[config.mk]
export PLATFORM = sky130hd
export DESIGN_NAME = comp_rtc_prescaler
export DESIGN_NICKNAME = d
export VERILOG_FILES = /design/src/rtl/crp_pkg.sv /design/src/rtl/crp_divider.sv /design/src/rtl/crp_trim_sched.sv /design/src/rtl/comp_rtc_prescaler.sv
export SDC_FILE = /design/constraint.sdc
export NUM_CORES = 1
export LEC_CHECK = 0
export BUFFER_PORTS_ARGS = -buffer_cell sky130_fd_sc_hd__buf_2
export CAP_MARGIN = 40
export CELL_PAD_IN_SITES_DETAIL_PLACEMENT = 2
export CELL_PAD_IN_SITES_GLOBAL_PLACEMENT = 2
export CORE_ASPECT_RATIO = 1.75
export CORE_UTILIZATION = 35
export DETAILED_ROUTE_END_ITERATION = 8
export PLACE_DENSITY = 0.94
export SLEW_MARGIN = 40
export SYNTH_ARGS = -nofsm -noshare
export SYNTH_HDL_FRONTEND = slang
export SYNTH_HIERARCHICAL = 1
export SYNTH_SLANG_ARGS = --single-unit
[constraint.sdc]
create_clock -name clk -period 5.45 [get_ports clk]
set_input_delay 0.2725 -clock clk [delete_from_list [all_inputs] [get_ports clk]]
set_output_delay 0.2725 -clock clk [all_outputs]
set_load 0.005 [all_outputs]
[src/rtl/crp_pkg.sv]
// Shared types for the compensated prescaler.
package crp_pkg;

    // Kind of adjustment applied at the start of a second.
    typedef enum logic [1:0] {
        ADJ_NONE  = 2'd0,
        ADJ_SKIP  = 2'd1,
        ADJ_STALL = 2'd2
    } adj_kind_e;

endpackage

[src/rtl/crp_divider.sv]
// Prescaler counter with seconds tick and per-second trim.
// What it does: counts while running. When bit TICK_BIT falls, it flags a wrap.
// At a compensated wrap it either skips ahead by a positive trim, or it
// stalls for as many cycles as the magnitude of a negative trim.
// What it assumes: TRIM_W-1 <= TICK_BIT < PRE_W. Under that condition a skip
// never reaches bit TICK_BIT.
module crp_divider
    import crp_pkg::*;
#(
    parameter int PRE_W    = 16,
    parameter int TICK_BIT = 14,
    parameter int TRIM_W   = 8
) (
    input  logic              clk,
    input  logic              rst_n,
    input  logic              cnt_en,
    input  logic              hold,
    input  logic              pre_wr,
    input  logic [PRE_W-1:0]  pre_wdata,
    input  logic              comp_now,
    input  logic [TRIM_W-1:0] comp_val,
    output logic [PRE_W-1:0]  pre_q,
    output logic              wrap_now,
    output logic              sec_tick
);
    localparam int PAD = PRE_W - TRIM_W;

    logic              run;
    logic              step;
    logic [PRE_W-1:0]  pre_inc;
    logic [TRIM_W-1:0] stall_q;
    logic [TRIM_W-1:0] neg_mag;
    adj_kind_e         kind;

    // Decide whether this cycle counts, and whether it closes a second.
    always_comb begin
        run      = cnt_en && !hold;
        step     = run && (stall_q == '0);
        pre_inc  = pre_q + 1'b1;
        wrap_now = step && pre_q[TICK_BIT] && !pre_inc[TICK_BIT];
    end

    // Classify the trim that applies to the second now starting.
    always_comb begin
        neg_mag = -comp_val;
        if (!comp_now || comp_val == '0) begin
            kind = ADJ_NONE;
        end else if (comp_val[TRIM_W-1]) begin
            kind = ADJ_STALL;
        end else begin
            kind = ADJ_SKIP;
        end
    end

    // Prescaler, stretch counter and registered tick.
    always_ff @(posedge clk) begin
        if (!rst_n) begin
            pre_q    <= '0;
            stall_q  <= '0;
            sec_tick <= 1'b0;
        end else begin
            sec_tick <= wrap_now;
            if (pre_wr && !cnt_en) begin
                pre_q   <= pre_wdata;
                stall_q <= '0;
            end else if (wrap_now) begin
                case (kind)
                    ADJ_SKIP:  pre_q <= pre_inc + {{PAD{1'b0}}, comp_val};
                    ADJ_STALL: begin
                        pre_q   <= pre_inc;
                        stall_q <= neg_mag;
                    end
                    default:   pre_q <= pre_inc;
                endcase
            end else if (step) begin
                pre_q <= pre_inc;
            end else if (run) begin
                stall_q <= stall_q - 1'b1;
            end
        end
    end

endmodule

[src/rtl/crp_trim_sched.sv]
// Compensation scheduler with holding registers.
// What it does: keeps the trim and interval writes in holding registers.
// It counts seconds down on each wrap. When the count is zero at a wrap, it
// reloads the count and makes the held trim the active one.
// What it assumes: wrap_now is high for at most one cycle per second.
module crp_trim_sched #(
    parameter int TRIM_W = 8,
    parameter int SPAN_W = 8
) (
    input  logic              clk,
    input  logic              rst_n,
    input  logic              trim_wr,
    input  logic [TRIM_W-1:0] trim_wdata,
    input  logic              span_wr,
    input  logic [SPAN_W-1:0] span_wdata,
    input  logic              wrap_now,
    output logic              comp_now,
    output logic [TRIM_W-1:0] comp_val,
    output logic [SPAN_W-1:0] span_cnt,
    output logic [TRIM_W-1:0] trim_active
);
    logic [TRIM_W-1:0] trim_hold;
    logic [SPAN_W-1:0] span_hold;

    // The second that starts at a zero count is compensated with the held trim.
    always_comb begin
        comp_now = (span_cnt == '0);
        comp_val = trim_hold;
    end

    // Holding registers take software writes at any time.
    always_ff @(posedge clk) begin
        if (!rst_n) begin
            trim_hold <= '0;
            span_hold <= '0;
        end else begin
            if (trim_wr) trim_hold <= trim_wdata;
            if (span_wr) span_hold <= span_wdata;
        end
    end

    // Interval down-counter and transfer into the active trim.
    always_ff @(posedge clk) begin
        if (!rst_n) begin
            span_cnt    <= '0;
            trim_active <= '0;
        end else if (wrap_now) begin
            if (comp_now) begin
                span_cnt    <= span_hold;
                trim_active <= trim_hold;
            end else begin
                span_cnt <= span_cnt - 1'b1;
            end
        end
    end

endmodule

[src/rtl/comp_rtc_prescaler.sv]
// Top level of the compensated RTC prescaler.
// What it does: joins the divider and the scheduler, and forces the prescaler
// read-back to zero while hold is raised.
// What it assumes: all inputs are synchronous to clk.
module comp_rtc_prescaler #(
    parameter int PRE_W    = 16,
    parameter int TICK_BIT = 14,
    parameter int TRIM_W   = 8,
    parameter int SPAN_W   = 8
) (
    input  logic              clk,
    input  logic              rst_n,
    input  logic              cnt_en,
    input  logic              hold,
    input  logic              pre_wr,
    input  logic [PRE_W-1:0]  pre_wdata,
    input  logic              trim_wr,
    input  logic [TRIM_W-1:0] trim_wdata,
    input  logic              span_wr,
    input  logic [SPAN_W-1:0] span_wdata,
    output logic              sec_tick,
    output logic [PRE_W-1:0]  pre_rd,
    output logic [SPAN_W-1:0] span_cnt,
    output logic [TRIM_W-1:0] trim_active
);
    logic [PRE_W-1:0]  pre_q;
    logic              wrap_now;
    logic              comp_now;
    logic [TRIM_W-1:0] comp_val;

    crp_divider #(
        .PRE_W(PRE_W), .TICK_BIT(TICK_BIT), .TRIM_W(TRIM_W)
    ) u_div (
        .clk(clk), .rst_n(rst_n), .cnt_en(cnt_en), .hold(hold),
        .pre_wr(pre_wr), .pre_wdata(pre_wdata),
        .comp_now(comp_now), .comp_val(comp_val),
        .pre_q(pre_q), .wrap_now(wrap_now), .sec_tick(sec_tick)
    );

    crp_trim_sched #(
        .TRIM_W(TRIM_W), .SPAN_W(SPAN_W)
    ) u_sched (
        .clk(clk), .rst_n(rst_n),
        .trim_wr(trim_wr), .trim_wdata(trim_wdata),
        .span_wr(span_wr), .span_wdata(span_wdata),
        .wrap_now(wrap_now), .comp_now(comp_now), .comp_val(comp_val),
        .span_cnt(span_cnt), .trim_active(trim_active)
    );

    // Read-back is zero while the flags hold the time counter.
    always_comb pre_rd = hold ? '0 : pre_q;

endmodule

==> Word level (Yosys, flattened, before mapping) <==
Cells that the tools add are included.
{ "word_totals": {"reg_bits": 57, "latch_bits": 0, "ram_bits": 0, "mem_bits_ro": 0, "input_bits": 39, "output_inout_bits": 33, "word_cells": 47, "memories": 0} }
{ "classes": {"n_addsub": 5, "multipliers": 0, "div": 0, "n_lt_le_gt_ge": 0, "eq_ne": 4, "n_shift": 0, "n_mux": 12, "bitwise": 1, "reduce_logical": 18} }
{ "op_table": {"columns": ["operator", "n"], "rows": [
  ["$mux 16", 5],
  ["$mux 8", 5],
  ["$logic_not 8->1", 3],
  ["$add 16x1->16 const B", 1],
  ["$add 16x8->16", 1],
  ["$sub 8x1->8 const B", 2],
  ["$neg 8->8", 1],
  ["$logic_and 1x1->1", 5],
  ["$logic_not 1->1", 4],
  ["$mux 2", 2],
  ["$reduce_and 3->1", 1],
  ["$reduce_bool 3->1", 1],
  ["$eq 2x1->1 const B", 1],
  ["$eq 2x2->1 const B", 1],
  ["$ne 2x1->1 const B", 1],
  ["$ne 2x2->1 const B", 1],
  ["$reduce_and 2->1", 1],
  ["$reduce_bool 2->1", 1],
  ["$reduce_or 2->1", 1],
  ["$logic_or 1x1->1", 1],
  ["$not 1->1", 1]
]} }

==> Depth between registers and ports, before layout <==
Gate-level depths: netlist (run 1).
{ "depth": {"depth_word": 8, "ltp_mapped": 11, "mapped_depth_nobuf": 10} }

==> Hierarchy <==
The synthesis (run 1) kept the hierarchy.
{ "modules_own_cells": {"columns": ["module", "instances", "cells_each", "area_per_inst_um2", "seq_area_each_um2"], "rows": [
  ["crp_divider", 1, 260, 2018.2, 500.5],
  ["crp_trim_sched", 1, 137, 1352.5, 640.6],
  ["comp_rtc_prescaler", 1, 17, 143.9, 0.0]
]} }

==> Worst setup path before layout (run 1) <==
No wires, ideal clock.
{ "synth_path": {"kind": "reg-to-reg", "start": "register u_div.stall_q[2]", "end": "register u_sched.span_cnt[6]", "setup_time_ns": 0.091, "t_arrival_ns": 2.708, "required_ns": 5.359, "slack_ns": 2.651, "stages_incl_launch_ff": 9, "n_path_buf": 1, "synth_period_minus_slack_ns": 2.799, "path_cell_list": "dfxtp_1 -> or4_4 -> or4_4 -> nor4_2 -> buf_4 -> or4b_4 -> nor2_2 -> a21oi_1 -> a311oi_1"} }
{ "synth_between": {"elab_chain_cells": 4} }
{ "synth_rtl": {"columns": ["item", "line_no", "source"], "rows": [
  ["start: declaration", "crp_divider.sv:31", "logic [TRIM_W-1:0] stall_q;"],
  ["start signal: assignment", "crp_divider.sv:71", "stall_q <= neg_mag;"],
  ["start signal: assignment", "crp_divider.sv:78", "stall_q <= stall_q - 1'b1;"],
  ["$logic_not 8->1", "crp_divider.sv:38", "step = run && (stall_q == '0);"],
  ["$logic_and 1x1->1", "crp_divider.sv:38", null],
  ["$logic_and 1x1->1 (2 in a row)", "crp_divider.sv:40", "wrap_now = step && pre_q[TICK_BIT] && !pre_inc[TICK_BIT];"],
  ["net wrap_now", "comp_rtc_prescaler.sv:27", "logic wrap_now;"],
  ["end signal: assignment", "crp_trim_sched.sv:49", "span_cnt <= span_hold;"],
  ["end signal: assignment", "crp_trim_sched.sv:52", "span_cnt <= span_cnt - 1'b1;"],
  ["end: declaration", "crp_trim_sched.sv:19", "output logic [SPAN_W-1:0] span_cnt,"]
]} }
The timed path passes the listed nets, and every way through them passes these cells.
A chain may end at the register's enable or synchronous reset.

==> Final worst setup path (run 1) <==
Same ends and word-level chain as after synthesis.

==> metrics.md, run 1 <==
| Metric | Value |
|---|---|
| Synthesized area per cell | `8.49 um^2` |
| Number of nets at the end of the flow | `around 540` |
| Switching part of the total power | `27.9%` |
| CTS tree | `done` |
| Proportion of netlist area held by the largest area contributor | `32.5%` |
| Die height | `~130 um` |
| DRT iter0 DRCs | `~160` |
| Area of the multi-input gates | `roughly 2300 um^2` |
| R2r startpoint | `u_div/stall_q[2]` |
| EDFF count, synth | `0` |
| First-pass GRT wire length | `about 21 mm` |
| Placement Rows | `48` |
| Sum of negative setup slack | `0 ns` |
| Critical path endpoint category | `flop` |
| Slew Viols, Final | `0` |
| Share of synthesized area occupied by flip-flops and latches | `roughly a third` |
| Cell Chain, Critical Path | `or4_4 -> or4_4 -> nor4_4 -> buf_4 -> or4b_4 -> nor2_2 -> a21oi_1 -> a311oi_1` |
| Leading post-synthesis cells by cell area | `sky130_fd_sc_hd__dfxtp_1, sky130_fd_sc_hd__mux2i_1, sky130_fd_sc_hd__nor2_1, sky130_fd_sc_hd__ha_1, sky130_fd_sc_hd__xor2_1` |
| Number of sinks handled by clock tree synthesis | `57` |
| Core Region | `slightly below 10,000 um^2` |
| Critical Path Source Type | `flop` |
| Number of nets with antenna violations after routing | `0` |
| Clock Skews | `approximately 0.0075 ns` |
| Final worst setup slack | `between 2 and 2.5 ns` |
| Number of antenna violations at the first check in global routing | `0` |
| Drt via density | `just under 6` |
| Largest fanout on the critical path | `19` |
| Violated checks | `design-rule violations` |
| HPWL after detailed placement | `9.56 mm` |
| Unrepaired setup endpoints after global routing | `false` |
| Leakage dissipation | `1.95 nW` |
| Endpoint of the most critical register-to-register path | `u_sched/span_cnt[6]` |
| Worst IR Drop VDD | `0.228 mV` |
| Flip-flop and latch count after synthesis | `57` |
| Total Wirelength | `~14 mm` |
| Synthesis-to-layout area growth | `23.2%` |
| Drt first pass iters | `6` |
| Critical-path top delay cell | `sky130_fd_sc_hd__or4_4` |
| Most frequent cell on the critical path | `sky130_fd_sc_hd__or4_4` |
| Compound-gate portion of the synthesized area | `between 10 and 15%` |
| DR vias | `3,634` |
| Gr ovfl total | `0` |
| Share of synthesized cell area in full adder, half adder and majority cells | `around 5.6%` |
| Final worst path period share | `about 57%` |
| Dominant combinational cell family by area after synthesis | `simple AND/OR/NAND/NOR gates` |
| Syn Nets | `between 400 and 500` |
| Number of buffers added by the clock tree synthesis step | `9` |
| Setup slack at placement | `2.18 ns` |
| Cell internal power dissipation | `just under 1 mW` |
| Clock power share | `between 40% and 50%` |
| Post-synth top flop | `sky130_fd_sc_hd__dfxtp_1` |
| Register area | `1140 um^2` |
| P per Cell Area | `between 300 and 400 nW/um^2` |
| Worst-case clock buffer depth | `2` |
| Normalized max-slew margin | `between 40 and 50%` |
| Critical Path RT | `roughly 5.7 ns` |
| Root buf cell | `sky130_fd_sc_hd__clkbuf_16` |
| Weighted congestion reported at the end of routability-driven placement | `0.862` |
| Number of maximum-capacitance constraint violations | `0` |
| Number of hold-slack violations in the final timing report | `0` |
| Transition time of the tightest slew-check pin | `between 0.8 and 0.9 ns` |
| Hold Slack | `roughly 0.18 ns` |
| Synthesis Warnings | `6` |
| Post-route standard cell area excluding fillers | `between 4000 and 5000 um^2` |
| Count of instances resized after the clock tree is built | `0` |
| Maximum number of pins on one net before global-route repair | `29` |
| Fmax | `between 300 and 400 MHz` |
| Crit Path Category | `flop to flop` |
| Psw | `between 300 and 400 uW` |
| Ant diodes | `0` |
| Proportion of power drawn by combinational gates | `15.8%` |
| I/O pin cnt | `a little over 70` |
| Critical path launch point | `u_div/stall_q[2]` |
| FF-to-FF setup slack | `2.33 ns` |
| Clock latency on the worst-skew pair | `between 0.3 and 0.4 ns` |
| Die ar. | `~10,000 um^2` |
| Post-synthesis share of cell area spent on xor and xnor gates | `5.98%` |
| Final critical-path required period | `around 3.1 ns` |
| Filler Cell Count | `1,104` |
| Remaining design rule violation count | `1` |
| Post-synthesis simple-gate area fraction | `28.6%` |
| Ratio of cells with drive above 1 in the final layout | `around a quarter` |
| Result of the run | `finished with violations` |
| Clock slew at reported path FFs | `about 0.060 ns` |
| Effective utilization at floorplan | `a little over a third` |
| Register-to-Register Path Depth | `8` |
| Design Power | `around 1.4 mW` |
| Maximum level of the CTS H-tree | `3` |
| Portion of netlist area occupied by mux cells | `slightly above 9%` |
| Setup violators final | `0` |
| Vias in the first global route | `3,911` |
| Die X-Extent | `slightly below 80 um` |
| Endpoint arrival time on the critical path | `about 3.4 ns` |
| Global router's overall resource usage | `approximately 27%` |
| Proportion of power drawn by flip-flops and latches | `between 30% and 40%` |
| Count of hold-fix buffers inserted at cts | `0` |
| Count of input and output buffers | `71` |
| Distinct cell type count of the synthesized netlist | `just under 60` |
| Type of the worst min-delay path | `input port to flop` |
| Maximum single-stage delay on the critical path | `between 0.6 and 0.7 ns` |
| Critical Path End | `u_sched/span_cnt[6]` |
| Top cell type by total area after synthesis | `sky130_fd_sc_hd__dfxtp_1` |
| Count of mapped cells out of synthesis | `~410` |
| Post-CTS setup-driven buffer insertion count | `0` |
| Fraction of registers with async set or reset after synthesis | `0%` |
| Average wire per cell in the routed design | `~23 um` |
| Synthesized cell area | `3510 um^2` |
| Post-DP Area | `roughly 4000 um^2` |
==> power by group through the flow <==
stage	Combinational [mW]	Sequential [mW]	Clock (mW)
after floorplan	0.139	0.469	0
after global placement	0.190	0.480	0
after detailed placement	0.203	0.483	0
after CTS	0.212	0.476	0.671
after global routing	0.230	0.479	0.685
final	0.213	0.476	0.662
==> sequential cells by signal, summed over array words and instances (netlist names) <==
register	count
u_div/pre_q	16
u_div/stall_q	8
u_sched/comp_val	8
u_sched/span_cnt	8
u_sched/span_hold	8
u_sched/trim_active	8
u_div/sec_tick	1
==> cells in the mapped netlist (all sizes together), types with 2 or more instances <==
cell type / n
xor2: 14
nor3: 14
and2b: 6
or3: 6
nand2: 24
nor4: 9
o31ai: 2
dfxtp: 57
or4: 4
a32oi: 2
buf: 6
clkbuf: 10
and2: 2
xnor2: 10
nand3b: 2
a21oi: 19
a31oi: 4
o311ai: 2
inv: 12
o2111ai: 3
a311oi: 2
mux2i: 31
ha: 14
nand3: 19
and4: 3
nand4: 13
and3: 5
nor2b: 11
o22ai: 5
a21o: 3
o21ai: 22
a211oi: 9
o21a: 2
nor2: 48
nand2b: 4
o211ai: 3
==> worst max-delay path, delay by kind of cell, from the launching register on <==
family | cells | cell delay (ns)
AO/OA/AOI/OAI | 2 | 0.34
buffers and inverters | 1 | 0.28
AND/OR/NAND/NOR | 5 | 2.05
flip-flops | 1 | 0.36
==> worst min path at each step <==
stage	cells after the start	from	endpoint	slack [ns]
2_1_floorplan	2	span_wdata[6]	u_sched/span_hold[6]	0.42
3_3_place_gp	2	u_sched/trim_active[6]	u_sched/trim_active[6]	0.48
3_5_place_dp	2	u_sched/trim_active[4]	u_sched/trim_active[4]	0.50
4_1_cts	3	span_wdata[7]	u_sched/span_hold[7]	0.18
5_1_grt	3	trim_wdata[6]	u_sched/comp_val[6]	0.19
6_report	3	trim_wdata[4]	u_sched/comp_val[4]	0.18
==> per-stage QoR <==
step,cells,utilization (%)
2_1_floorplan,414,-
3_3_place_gp,595,40.5
3_5_place_dp,596,40.7
4_1_cts,612,44.2
5_1_grt,612,44.2
6_report,612,44.2
==> cell families after synthesis <==
group	after synthesis
buffers and inverters	29
AOI/OAI and AO/OA	82
xor gates and xnor gates	24
adders and majority gates	15
muxes	32
and+or+nand+nor	175
DFF	57
==> per-layer routing <==
layer  vias up  global-route usage, %  routed length [um]
li1       1654                      -                   -
met1      1851                   25.8                4850
met2        93                   53.3                7790
met3        36                   5.07                 424
met4         0                   15.7                 715
met5         -                      0                   0
==> area by class of cell <==
type,count,share of cell area [%]
Multi-Input combinational cell,328,52.3
Sequential cell,57,26.4
Timing Repair Buffer,73,8.64
Clock buffer,9,5.20
Tap cell,125,3.61
Clock inverter,7,2.72
Inverter,13,1.16
==> cells in the final DEF (no fill, tap or decap), types with 3 or more instances in the layout <==
master                      count
sky130_fd_sc_hd__a211oi_1       9
sky130_fd_sc_hd__a21o_1         3
sky130_fd_sc_hd__a21oi_1       18
sky130_fd_sc_hd__a31oi_1        4
sky130_fd_sc_hd__and2b_2        6
sky130_fd_sc_hd__and3_1         5
sky130_fd_sc_hd__and4_1         3
sky130_fd_sc_hd__buf_2         71
sky130_fd_sc_hd__bufinv_16      3
sky130_fd_sc_hd__clkbuf_16      9
sky130_fd_sc_hd__clkinv_2       3
sky130_fd_sc_hd__dfxtp_1       57
sky130_fd_sc_hd__ha_1          14
sky130_fd_sc_hd__inv_1         11
sky130_fd_sc_hd__mux2i_1       31
sky130_fd_sc_hd__nand2_1       23
sky130_fd_sc_hd__nand2b_1       3
sky130_fd_sc_hd__nand3_1       18
sky130_fd_sc_hd__nand4_1       13
sky130_fd_sc_hd__nor2_1        47
sky130_fd_sc_hd__nor2b_1        3
sky130_fd_sc_hd__nor2b_2        8
sky130_fd_sc_hd__nor3_1        13
sky130_fd_sc_hd__nor4_1         7
sky130_fd_sc_hd__o2111ai_1      3
sky130_fd_sc_hd__o211ai_1       3
sky130_fd_sc_hd__o21ai_0       19
sky130_fd_sc_hd__o21ai_1        3
sky130_fd_sc_hd__o22ai_1        5
sky130_fd_sc_hd__or3_1          6
sky130_fd_sc_hd__xnor2_1       10
sky130_fd_sc_hd__xor2_1        14
Note: power is estimated with default switching activity, not from simulation.
==> inputs of run 2 (changes only) <==
ABC_AREA = 1   (was default)
CORE_UTILIZATION = 30   (was 35)
PLACE_DENSITY = 0.89   (was 0.94)
clock period = 2.9 ns   (was 5.45 ns; I/O delays follow)
==> run 2 against run 1 <==
  * Hold slack worse by 0.15 ns
  * Design area grew 7.1%
  * Via count is 15% higher
  * Final cell count increased by 34%
  * Critical path depth is 7 higher
  * Critical endpoint is now u_div/pre_q[7]
  * Global-route usage down 3.0 points
  * Sequential share of layout area down 1.7 points
  * Largest power group unchanged
  * Setup slack worse by 2.0 ns
  * Synthesized cell count increased by 40%
  * The flow now finishes without violations
  * Power increased by 86%
  * Count of clock-buffer cells in the layout grew 4
  * Area after synthesis grew 8.0%
==> metrics.md, run 2 <==
| Metric | Value |
|---|---|
| Result of the run | `completed` |
| Number of nets at the end of the flow | `between 700 and 800` |
| Normalized max-slew margin | `60.5%` |
| Area of the multi-input gates | `2230 um^2` |
| Count of input and output buffers | `71` |
| Count of hold-fix buffers inserted at cts | `0` |
| Slew Viols, Final | `0` |
| Worst IR Drop VDD | `0.290 mV` |
| Leading cell type in the layout, fill and taps excluded | `sky130_fd_sc_hd__nand2_1` |
| Filler Cell Count | `~1,600` |
| Number of sinks handled by clock tree synthesis | `57` |
| DR vias | `between 4,000 and 5,000` |
| Top cell type by total area after synthesis | `sky130_fd_sc_hd__dfxtp_1` |
| Psw | `roughly 700 uW` |
| Switching part of the total power | `28.6%` |
| Flip-flop and latch count after synthesis | `between 50 and 60` |
| First-pass GRT wire length | `~24 mm` |
| Post-route standard cell area excluding fillers | `about 4600 um^2` |
| Grt met2 use | `49.6%` |
| Core Region | `12,400 um^2` |
| Proportion of netlist area held by the largest area contributor | `30.1%` |
| Cell with the most instances after synthesis | `sky130_fd_sc_hd__nand2_1` |
| Setup violators final | `0` |
| Synthesized area per cell | `about 6.6 um^2` |
| Average wire per cell in the routed design | `between 15 and 20 um` |
| R2r startpoint | `u_div/pre_q[0]` |
| Number of nets with antenna violations after routing | `0` |
| Remaining design rule violation count | `0` |
| Count of mapped cells out of synthesis | `slightly below 600` |
| Critical path launch point | `u_div/pre_q[0]` |
| Syn Nets | `between 600 and 700` |
| Most utilized layer in the global route result | `met2` |
| Most frequent cell on the critical path | `sky130_fd_sc_hd__nand2_1` |
| Post-synth top flop | `sky130_fd_sc_hd__dfxtp_1` |
| HPWL after detailed placement | `around 11 mm` |
| CP bufs+invs | `2` |
| Sum of negative setup slack | `0 ns` |
| Clock slew at reported path FFs | `0.05 ns` |
| Die height | `151 um` |
| Crit Path Category | `flop to flop` |
| Count of instances resized after the clock tree is built | `0` |
| Register area | `about 1100 um^2` |
| Placement Rows | `between 50 and 60` |
| Effective utilization at floorplan | `a little under a third` |
| Proportion of power drawn by combinational gates | `~17%` |
| Synthesized cell area | `about 3800 um^2` |
| Maximum level of the CTS H-tree | `3` |
| Drt via density | `~5` |
| Cell Chain, Critical Path | `ha_1 -> nand2_1 -> nor2_4 -> xor2_1 -> inv_1 -> ha_1 -> nand2_1 -> inv_1 -> a21oi_1 -> nand2_1 -> nand2_1 -> nand4_1 -> nand3_1 -> nand2_1 -> a21oi_1` |
| Drt first pass iters | `6` |
| Met3 Usage GRT | `between 4 and 5%` |
| Clock power share | `between 40% and 50%` |
| Share of synthesized area occupied by flip-flops and latches | `approximately 30%` |
| Clock Skews | `between 0.005 and 0.006 ns` |
| Critical Path Source Type | `flop` |
| Die ar. | `~13,000 um^2` |
| Largest register FFs | `16` |
| Synthesis-to-layout area growth | `22.1%` |
| Global router's overall resource usage | `around 24%` |
| Top cell family by delay on the critical path | `simple AND/OR/NAND/NOR gates` |
| Proportion of power drawn by flip-flops and latches | `a little over a third` |
| GR Util met1 | `21.2%` |
| Worst-case clock buffer depth | `2` |
| Post-CTS setup-driven buffer insertion count | `0` |
| Vias in the first global route | `slightly below 5,000` |
| HP Start | `span_wdata[1]` |
| Fraction of registers with async set or reset after synthesis | `0%` |
| Endpoint arrival time on the critical path | `between 2 and 3 ns` |
| Number of maximum-capacitance constraint violations | `0` |
| Root buf cell | `sky130_fd_sc_hd__clkbuf_16` |
| Number of antenna violations at the first check in global routing | `0` |
| Fmax | `between 300 and 400 MHz` |
| Number of buffers added by the clock tree synthesis step | `9` |
| Ratio of cells with drive above 1 in the final layout | `19.7%` |
| Critical path endpoint category | `flop` |
| Leakage dissipation | `2.24 nW` |
| Critical-path top delay cell | `sky130_fd_sc_hd__dfxtp_1` |
| CTS tree | `done` |
| Total Wirelength | `roughly 15 mm` |
| I/O pin cnt | `72` |
| Leading post-synthesis cells by cell area | `sky130_fd_sc_hd__dfxtp_1, sky130_fd_sc_hd__nand2_1, sky130_fd_sc_hd__nor2_1, sky130_fd_sc_hd__inv_1, sky130_fd_sc_hd__a21oi_1` |
| Weighted congestion reported at the end of routability-driven placement | `roughly 0.8` |
| Clock latency on the worst-skew pair | `about 0.34 ns` |
| Type of the worst min-delay path | `input port to flop` |
| Most frequent cells in the layout | `sky130_fd_sc_hd__nand2_1, sky130_fd_sc_hd__nor2_1, sky130_fd_sc_hd__inv_1, sky130_fd_sc_hd__buf_2, sky130_fd_sc_hd__a21oi_1` |
| Largest fanout on the critical path | `5` |
| Most flops, register | `u_div/pre_q` |
| DRT iter0 DRCs | `94` |
| Ant diodes | `0` |
| Maximum number of pins on one net before global-route repair | `35` |
| Die X-Extent | `87.0 um` |
| Gr ovfl total | `0` |
| Distinct cell type count of the synthesized netlist | `36` |
| Critical Path RT | `3.17 ns` |
| Final worst path period share | `approximately 90%` |
| EDFF count, synth | `0` |
| Synthesis Warnings | `6` |
| Cell internal power dissipation | `about 1.8 mW` |
| Maximum single-stage delay on the critical path | `0.40 ns` |
| P per Cell Area | `543 nW/um^2` |
| Synth top cells by count | `sky130_fd_sc_hd__nand2_1, sky130_fd_sc_hd__nor2_1, sky130_fd_sc_hd__inv_1` |
| Transition time of the tightest slew-check pin | `0.592 ns` |
| Number of hold-slack violations in the final timing report | `0` |
| Unrepaired setup endpoints after global routing | `false` |
| Final critical-path required period | `around 2.6 ns` |
| Post-DP Area | `between 4000 and 5000 um^2` |
## run 2: cell types whose count changed in the layout (fill, tap and decap cells not counted), moves of 15 or more
cell	delta
sky130_fd_sc_hd__nand2_1	+83
sky130_fd_sc_hd__inv_1	+72
sky130_fd_sc_hd__nor2_1	+44
sky130_fd_sc_hd__a21oi_1	+41
sky130_fd_sc_hd__mux2i_1	-31
sky130_fd_sc_hd__o21ai_0	+21
sky130_fd_sc_hd__nor2_2	+15
## run 2: metrics by stage
step	utilization (%)	hold WS, ns	total power, mW	instances	setup slack, ns
after floorplan	-	0.280	1.16	578	0.739
after global placement	34.5	0.369	1.27	806	0.577
after detailed placement	34.5	0.385	1.30	806	0.337
after CTS	37.2	0.0249	2.55	821	0.313
after global routing	37.3	0.0353	2.63	822	0.0385
final	37.3	0.0255	2.52	822	0.299
## run 2: worst paths after layout
check	end	slack (ns)	cells after the start
max reg2reg	u_div/pre_q[7]	0.30	15
min reg2reg	u_sched/span_hold[5]	0.46	2
min	u_sched/span_hold[1]	0.03	3
max	u_div/pre_q[7]	0.30	15
## run 2: area by class of cell
cell class / instances / share of cell area (%)
sequential: 57 / 24.6
multi-input combinational: 421 / 48.1
timing repair buffer: 75 / 8.48
inverter: 86 / 7.10
clock buffer: 13 / 5.83
clock inverter: 2 / 1.30
tap: 168 / 4.54
## run 2: metal layers
layer	up-vias	wire length [um]	share of wire (%)
met5	-	0	0
met4	0	554	3.8
met3	46	467	3.2
met2	108	8690	59
met1	2049	5010	34
li1	1977	-	-
## run 2: worst register-to-register path: cells and delay by family (launching register included)
kind / cells / cell delay [ns]
buf+inv: 2 / 0.13
compound gates: 2 / 0.35
xor+xnor: 1 / 0.24
simple gates: 8 / 0.86
flops: 1 / 0.40
fa+ha+maj: 2 / 0.55
## run 2: logic make-up after synthesis
| family | share of synthesized area, % |
|---|---|
| adders and majority gates | 5.14 |
| AOI/OAI and AO/OA | 17.0 |
| buffers and inverters | 11.2 |
| DFF | 30.1 |
| and+or+nand+nor | 31.5 |
| xor gates and xnor gates | 5.08 |
## run 2: power by group through the flow
stage / registers [mW] / logic, mW / clock network (mW)
6_report: 0.881 / 0.420 / 1.22
5_1_grt: 0.887 / 0.473 / 1.27
4_1_cts: 0.882 / 0.421 / 1.24
3_5_place_dp: 0.897 / 0.407 / 0
3_3_place_gp: 0.893 / 0.378 / 0
2_1_floorplan: 0.878 / 0.280 / 0
